<file path="src/rtl/tx_seq_pkg.sv">
package tx_seq_pkg;
    localparam int ST_W = 3;

    typedef enum logic [ST_W-1:0] {
        ST_IDLE    = 3'd0,
        ST_ACTIVE  = 3'd1,
        ST_LOGWAIT = 3'd2,
        ST_COMMIT  = 3'd3,
        ST_DONE    = 3'd4,
        ST_ABORT   = 3'd5
    } tx_state_e;

    typedef struct packed {
        tx_state_e st;
    } ctrl_regs_t;

    typedef struct packed {
        tx_state_e prev;
    } strobe_regs_t;
endpackage

</file>
<file path="src/rtl/tx_seq_ctrl.sv">
module tx_seq_ctrl
    import tx_seq_pkg::*;
(
    input  logic      clk,
    input  logic      rst_n,
    input  logic      begin_i,
    input  logic      end_i,
    input  logic      conflict_i,
    input  logic      log_done_i,
    input  logic      inplace_done_i,
    output tx_state_e state_o
);
    ctrl_regs_t r_d, r_q;

    always_comb begin
        r_d = r_q;
        unique case (r_q.st)
            ST_IDLE:
                if (begin_i) r_d.st = ST_ACTIVE;
            ST_ACTIVE:
                if (conflict_i)               r_d.st = ST_ABORT;
                else if (end_i && log_done_i) r_d.st = ST_COMMIT;
                else if (end_i)               r_d.st = ST_LOGWAIT;
            ST_LOGWAIT:
                if (conflict_i)      r_d.st = ST_ABORT;
                else if (log_done_i) r_d.st = ST_COMMIT;
            ST_COMMIT:
                if (inplace_done_i) r_d.st = ST_DONE;
            ST_DONE:  r_d.st = ST_IDLE;
            ST_ABORT: r_d.st = ST_IDLE;
            default:  r_d.st = ST_IDLE;
        endcase
    end

    always_ff @(posedge clk or negedge rst_n) begin
        if (!rst_n) r_q <= '{st: ST_IDLE};
        else        r_q <= r_d;
    end

    assign state_o = r_q.st;

    AST_ABORT_ONLY_LIVE: assert property (@(posedge clk) disable iff (!rst_n)
        (r_q.st == ST_ABORT) |-> ($past(r_q.st) == ST_ACTIVE || $past(r_q.st) == ST_LOGWAIT));
    AST_ACTIVE_FROM_IDLE: assert property (@(posedge clk) disable iff (!rst_n)
        (r_q.st == ST_ACTIVE) |-> ($past(r_q.st) == ST_IDLE || $past(r_q.st) == ST_ACTIVE));
    AST_COMMIT_HOLDS: assert property (@(posedge clk) disable iff (!rst_n)
        (r_q.st == ST_COMMIT && !inplace_done_i) |=> (r_q.st == ST_COMMIT));
    AST_ONE_CYCLE_EXIT: assert property (@(posedge clk) disable iff (!rst_n)
        (r_q.st == ST_DONE || r_q.st == ST_ABORT) |=> (r_q.st == ST_IDLE));
    AST_DONE_FROM_COMMIT: assert property (@(posedge clk) disable iff (!rst_n)
        (r_q.st == ST_DONE) |-> ($past(r_q.st) == ST_COMMIT));
endmodule

</file>
<file path="src/rtl/tx_seq_strobes.sv">
module tx_seq_strobes
    import tx_seq_pkg::*;
(
    input  logic      clk,
    input  logic      rst_n,
    input  tx_state_e state_i,
    output logic      flush_o,
    output logic      commit_o,
    output logic      wb_start_o,
    output logic      abort_o
);
    strobe_regs_t s_d, s_q;

    always_comb begin
        s_d      = s_q;
        s_d.prev = state_i;
    end

    always_ff @(posedge clk or negedge rst_n) begin
        if (!rst_n) s_q <= '{prev: ST_IDLE};
        else        s_q <= s_d;
    end

    logic enter_commit;
    assign enter_commit = (state_i == ST_COMMIT) && (s_q.prev != ST_COMMIT);
    assign flush_o      = (state_i == ST_LOGWAIT);
    assign commit_o     = enter_commit;
    assign wb_start_o   = enter_commit;
    assign abort_o      = (state_i == ST_ABORT);

    AST_COMMIT_SINGLE: assert property (@(posedge clk) disable iff (!rst_n)
        commit_o |=> !commit_o);
    AST_START_SINGLE: assert property (@(posedge clk) disable iff (!rst_n)
        wb_start_o |=> !wb_start_o);
    AST_ABORT_SINGLE: assert property (@(posedge clk) disable iff (!rst_n)
        abort_o |=> !abort_o);
endmodule

</file>
<file path="src/rtl/durable_tx_seq.sv">
module durable_tx_seq
    import tx_seq_pkg::*;
(
    input  logic            clk,
    input  logic            rst_n,
    input  logic            tx_begin_i,
    input  logic            tx_end_i,
    input  logic            conflict_i,
    input  logic            log_done_i,
    input  logic            inplace_done_i,
    output logic [ST_W-1:0] state_o,
    output logic            log_flush_o,
    output logic            commit_o,
    output logic            wb_start_o,
    output logic            abort_o
);
    tx_state_e st;

    tx_seq_ctrl u_ctrl (
        .clk            (clk),
        .rst_n          (rst_n),
        .begin_i        (tx_begin_i),
        .end_i          (tx_end_i),
        .conflict_i     (conflict_i),
        .log_done_i     (log_done_i),
        .inplace_done_i (inplace_done_i),
        .state_o        (st)
    );

    tx_seq_strobes u_strobes (
        .clk        (clk),
        .rst_n      (rst_n),
        .state_i    (st),
        .flush_o    (log_flush_o),
        .commit_o   (commit_o),
        .wb_start_o (wb_start_o),
        .abort_o    (abort_o)
    );

    assign state_o = st;

    AST_FLUSH_UNTIL_ACK: assert property (@(posedge clk) disable iff (!rst_n)
        (log_flush_o && !log_done_i && !conflict_i) |=> log_flush_o);
endmodule

</file>
<file path="config.mk">
export PLATFORM = sky130hd
export DESIGN_NAME = durable_tx_seq
export DESIGN_NICKNAME = d
export VERILOG_FILES = /design/src/rtl/tx_seq_pkg.sv /design/src/rtl/tx_seq_ctrl.sv /design/src/rtl/tx_seq_strobes.sv /design/src/rtl/durable_tx_seq.sv
export SDC_FILE = /design/constraint.sdc
export NUM_CORES = 1
export LEC_CHECK = 0
export BUFFER_PORTS_ARGS = -buffer_cell sky130_fd_sc_hd__buf_2
export CAP_MARGIN = 5
export CORE_AREA = 2 2 39 41
export CTS_CLUSTER_SIZE = 24
export DETAILED_ROUTE_END_ITERATION = 6
export DIE_AREA = 0 0 41 43
export PLACE_DENSITY = 0.41
export SKIP_LAST_GASP = 1
export SYNTH_ARGS = -nofsm -noshare
export SYNTH_HDL_FRONTEND = slang
export SYNTH_SLANG_ARGS = --single-unit
export TNS_END_PERCENT = 1
</file>
<file path="constraint.sdc">
create_clock -name clk -period 2.3 [get_ports clk]
set_clock_uncertainty 0.1 [all_clocks]
set_input_delay 0.115 -clock clk [delete_from_list [all_inputs] [get_ports clk]]
set_output_delay 0.115 -clock clk [all_outputs]
set_load 0.02 [all_outputs]
</file>
==> run_results.csv <==
group,metric,value,unit
status,status,"finished clean",
timing,fin_hold_ws,59.5,ps
timing,setup_violations,0,
logic_synthesis,synthMuxAreaShare,0,%
final_layout,final_design_area_no_fill,393,sq um
setup_path,arrival,1280,ps
logic_synthesis,syn_inst,27,
setup_path,start_kind,"flip-flop",
clock_tree,htreeDepth,1,
global_route,track_usage,10.4,%
setup_path,crit_family,"flip-flops",
setup_path,slowest_stage,"dfrtp_1",
route,vias,248,
route,wl_per_cell,11.6,um
final_layout,fin_nets,52,
power_and_ir_drop,finalPower,0.481,mW
setup_path,path_cells,"nand2_1, nor3_1, buf_2",
run,maxCapViolCount,0,
placed_design,postPlaceCellArea,350,sq um
clock_tree,cts_made_buffers,3,
logic_synthesis,synth_top_area_cell,"dfrtp_1",
placed_design,io_buffer_count,13,
min_path,hp-class,"in -> reg",
power_and_ir_drop,peakVddDrop,0.000471,V
floorplanning,initial_utilization,20.1,%
logic_synthesis,synth_fp_nets,34,
power_and_ir_drop,p_per_area,1220,nW/um^2
logic_synthesis,synth-xor-area-share,3.15,%
logic_synthesis,ys_ff_latch,6,
floorplanning,die_y,43,um
logic_synthesis,synthSimpleGateAreaFrac,23.9,%
timing,tns,0,ps
final_layout,fill_cells,146,
global_route,antenna_found_initial,0,
final_layout,drive_above_1_share,41.9,%
final_layout,regArea,150,sq um
power_and_ir_drop,p_leak,0.198,nW
timing,fin_crit,1500,ps
logic_synthesis,synthAdderAreaFrac,0,%
setup_path,cp_max_fo,11,
clock_tree,clk_pin_slew,40,ps
global_route,grt_pass1_wl,1100,um
floorplanning,die_w,41,um
floorplanning,die_area,1760,sq um
timing,rsz0062_at_grt,"false",
logic_synthesis,netlist_top_cells_area,"dfrtp_1, nor3_1, nand2_1",
clock_tree,cts.sinks,6,
clock_tree,cts_tree,"done",
clock_tree,ctsResizeCount,0,
clock_tree,cts_buffer_depth,2,
route,drc,0,
floorplanning,core,1380,sq um
route,drtPass1Iterations,1,
placed_design,place.gp.congestion,0.685,
logic_synthesis,synth_top_cell_area_share,54.1,%
logic_synthesis,synth_top_family_by_area,"simple AND/OR/NAND/NOR gates",
logic_synthesis,synth_compound_area_share,14.4,%
global_route,grt_max_degree,12,
timing,tightest_slew,307,ps
timing,hold_viol_final,0,
final_layout,synthToLayoutAreaGrowth,41.4,%
global_route,grt_overflow,0,
timing,period_share,65.2,%
timing,slew_viol_final,0,
logic_synthesis,yosysUniqueCellTypes,15,
placed_design,place_inst,54,
global_route,grt_pass1_vias,251,
floorplanning,num_rows,14,
logic_synthesis,synth.cell_area,278,sq um
logic_synthesis,syn_area_per_cell,10.3,sq um
setup_path,critPathCaptureType,"primary output",
final_layout,final_cells,59,
final_layout,multi_input_area,115,sq um
logic_synthesis,yosysSeqAreaShare,54.1,%
clock_tree,root_buffer,"clkbuf_4",
route,ant_nets,0,
route,via_per_inst,4.20,
route,wl,684,um
setup_path,path_class,"reg -> out",
clock_tree,insertion_delay,240,ps
logic_synthesis,ys_warn_count,0,
placed_design,dp_hpwl,498,um
setup_path,required,2090,ps
final_layout,num_antenna_cells,0,
floorplanning,io_pins,14,
timing,slew_headroom,79.5,%
timing,fmax,0.667,GHz
route,drt_iter0_drc,0,
setup_path,path_buf_inv,1,
setup_path,cpPeakStageDelay,500,ps
[placed cells by master (no fill, tap or decap), drive strengths merged]
master,count
a21oi,1
xor2,1
nor3,3
nand3,1
a2111oi,1
nand2b,1
o31ai,2
dfrtp,6
buf,13
a211o,1
clkbuf,3
dlygate4sd3,2
nand2,4
and3b,1
nand3b,1
nor2,2
[synth_stat cells]
library cell	number
a211o_2	1
a2111oi_1	1
xor2_1	1
nand2_1	4
buf_4	1
nor2_1	2
and3b_2	1
a21oi_1	1
buf_2	1
nor3_1	3
dfrtp_1	6
nand2b_1	1
o31ai_1	2
nand3b_1	1
nand3_1	1
[cells by family (layout without fill, tap and decap cells)]
group,Yosys count,after routing
AND/OR/NAND/NOR,13,13
flip-flops,6,6
AO/OA/AOI/OAI,5,5
buffers and inverters,2,18
XOR/XNOR,1,1
[timing repair]
action                    in CTS  in global routing
hold buffers                   2                  0
hold endpoints to repair       7                  0
setup buffers                  0                  0
[path summary, 6_finish.rpt]
check / endpoint / depth (start not counted) / slack [ps] / from
max in group asynchronous: u_ctrl.state_o[0]$_DFFE_PN0P_ / 2 / 1820 / rst_n
setup / recovery: commit_o / 3 / 800 / u_ctrl.state_o[0]$_DFFE_PN0P_
hold reg to reg: u_strobes.s_q[2]$_DFF_PN0_ / 0 / 460 / u_ctrl.state_o[2]$_DFFE_PN0P_
setup reg to reg: u_ctrl.state_o[1]$_DFFE_PN0P_ / 3 / 1000 / u_ctrl.state_o[1]$_DFFE_PN0P_
min in group asynchronous: u_strobes.s_q[1]$_DFF_PN0_ / 2 / 130 / rst_n
hold / removal: u_ctrl.state_o[2]$_DFFE_PN0P_ / 3 / 60 / conflict_i
[cell type report]
class                   instances  area share [%]
flip-flops and latches          6            38.2
clock buffers                   3            5.73
multi-input cells              19            29.3
well taps                      16            5.10
repair buffers                 15            21.7
[worst reg2reg max path, delay by kind of cell, from the launching register on]
family	cells	cell delay [ps]
flip-flops	1	470
AO/OA/AOI/OAI	2	400
AND/OR/NAND/NOR	1	230
[per-layer routing]
metal / track usage (%) / share of wire (%) / up-vias
met5: 0 / 0 / -
met4: 12.0 / 0 / 0
met3: 3.14 / 6.7 / 0
met2: 14.1 / 47 / 12
met1: 11.1 / 46 / 106
li1: - / - / 130
[metrics by stage]
step	setup slack (ps)	utilization [%]
5_1_grt	653	28.4
4_1_cts	795	28.4
2_1_floorplan	571	-
3_5_place_dp	1010	25.3
3_3_place_gp	1020	25.3
6_report	801	28.4
[registers in the layout, summed over array words and instances, names as in the netlist]
| signal | flops |
|---|---|
| u_ctrl.state_o | 3 |
| u_strobes.s_q | 3 |
[report_power, final]
group          leakage, nW  internal (mW)  total [mW]  switching, mW
combinational        0.108         0.0747       0.175          0.101
sequential          0.0755          0.148       0.208         0.0596
clock               0.0138         0.0591      0.0973         0.0383
total                0.198          0.282       0.481          0.199
Note: power is estimated with default switching activity, not from simulation.
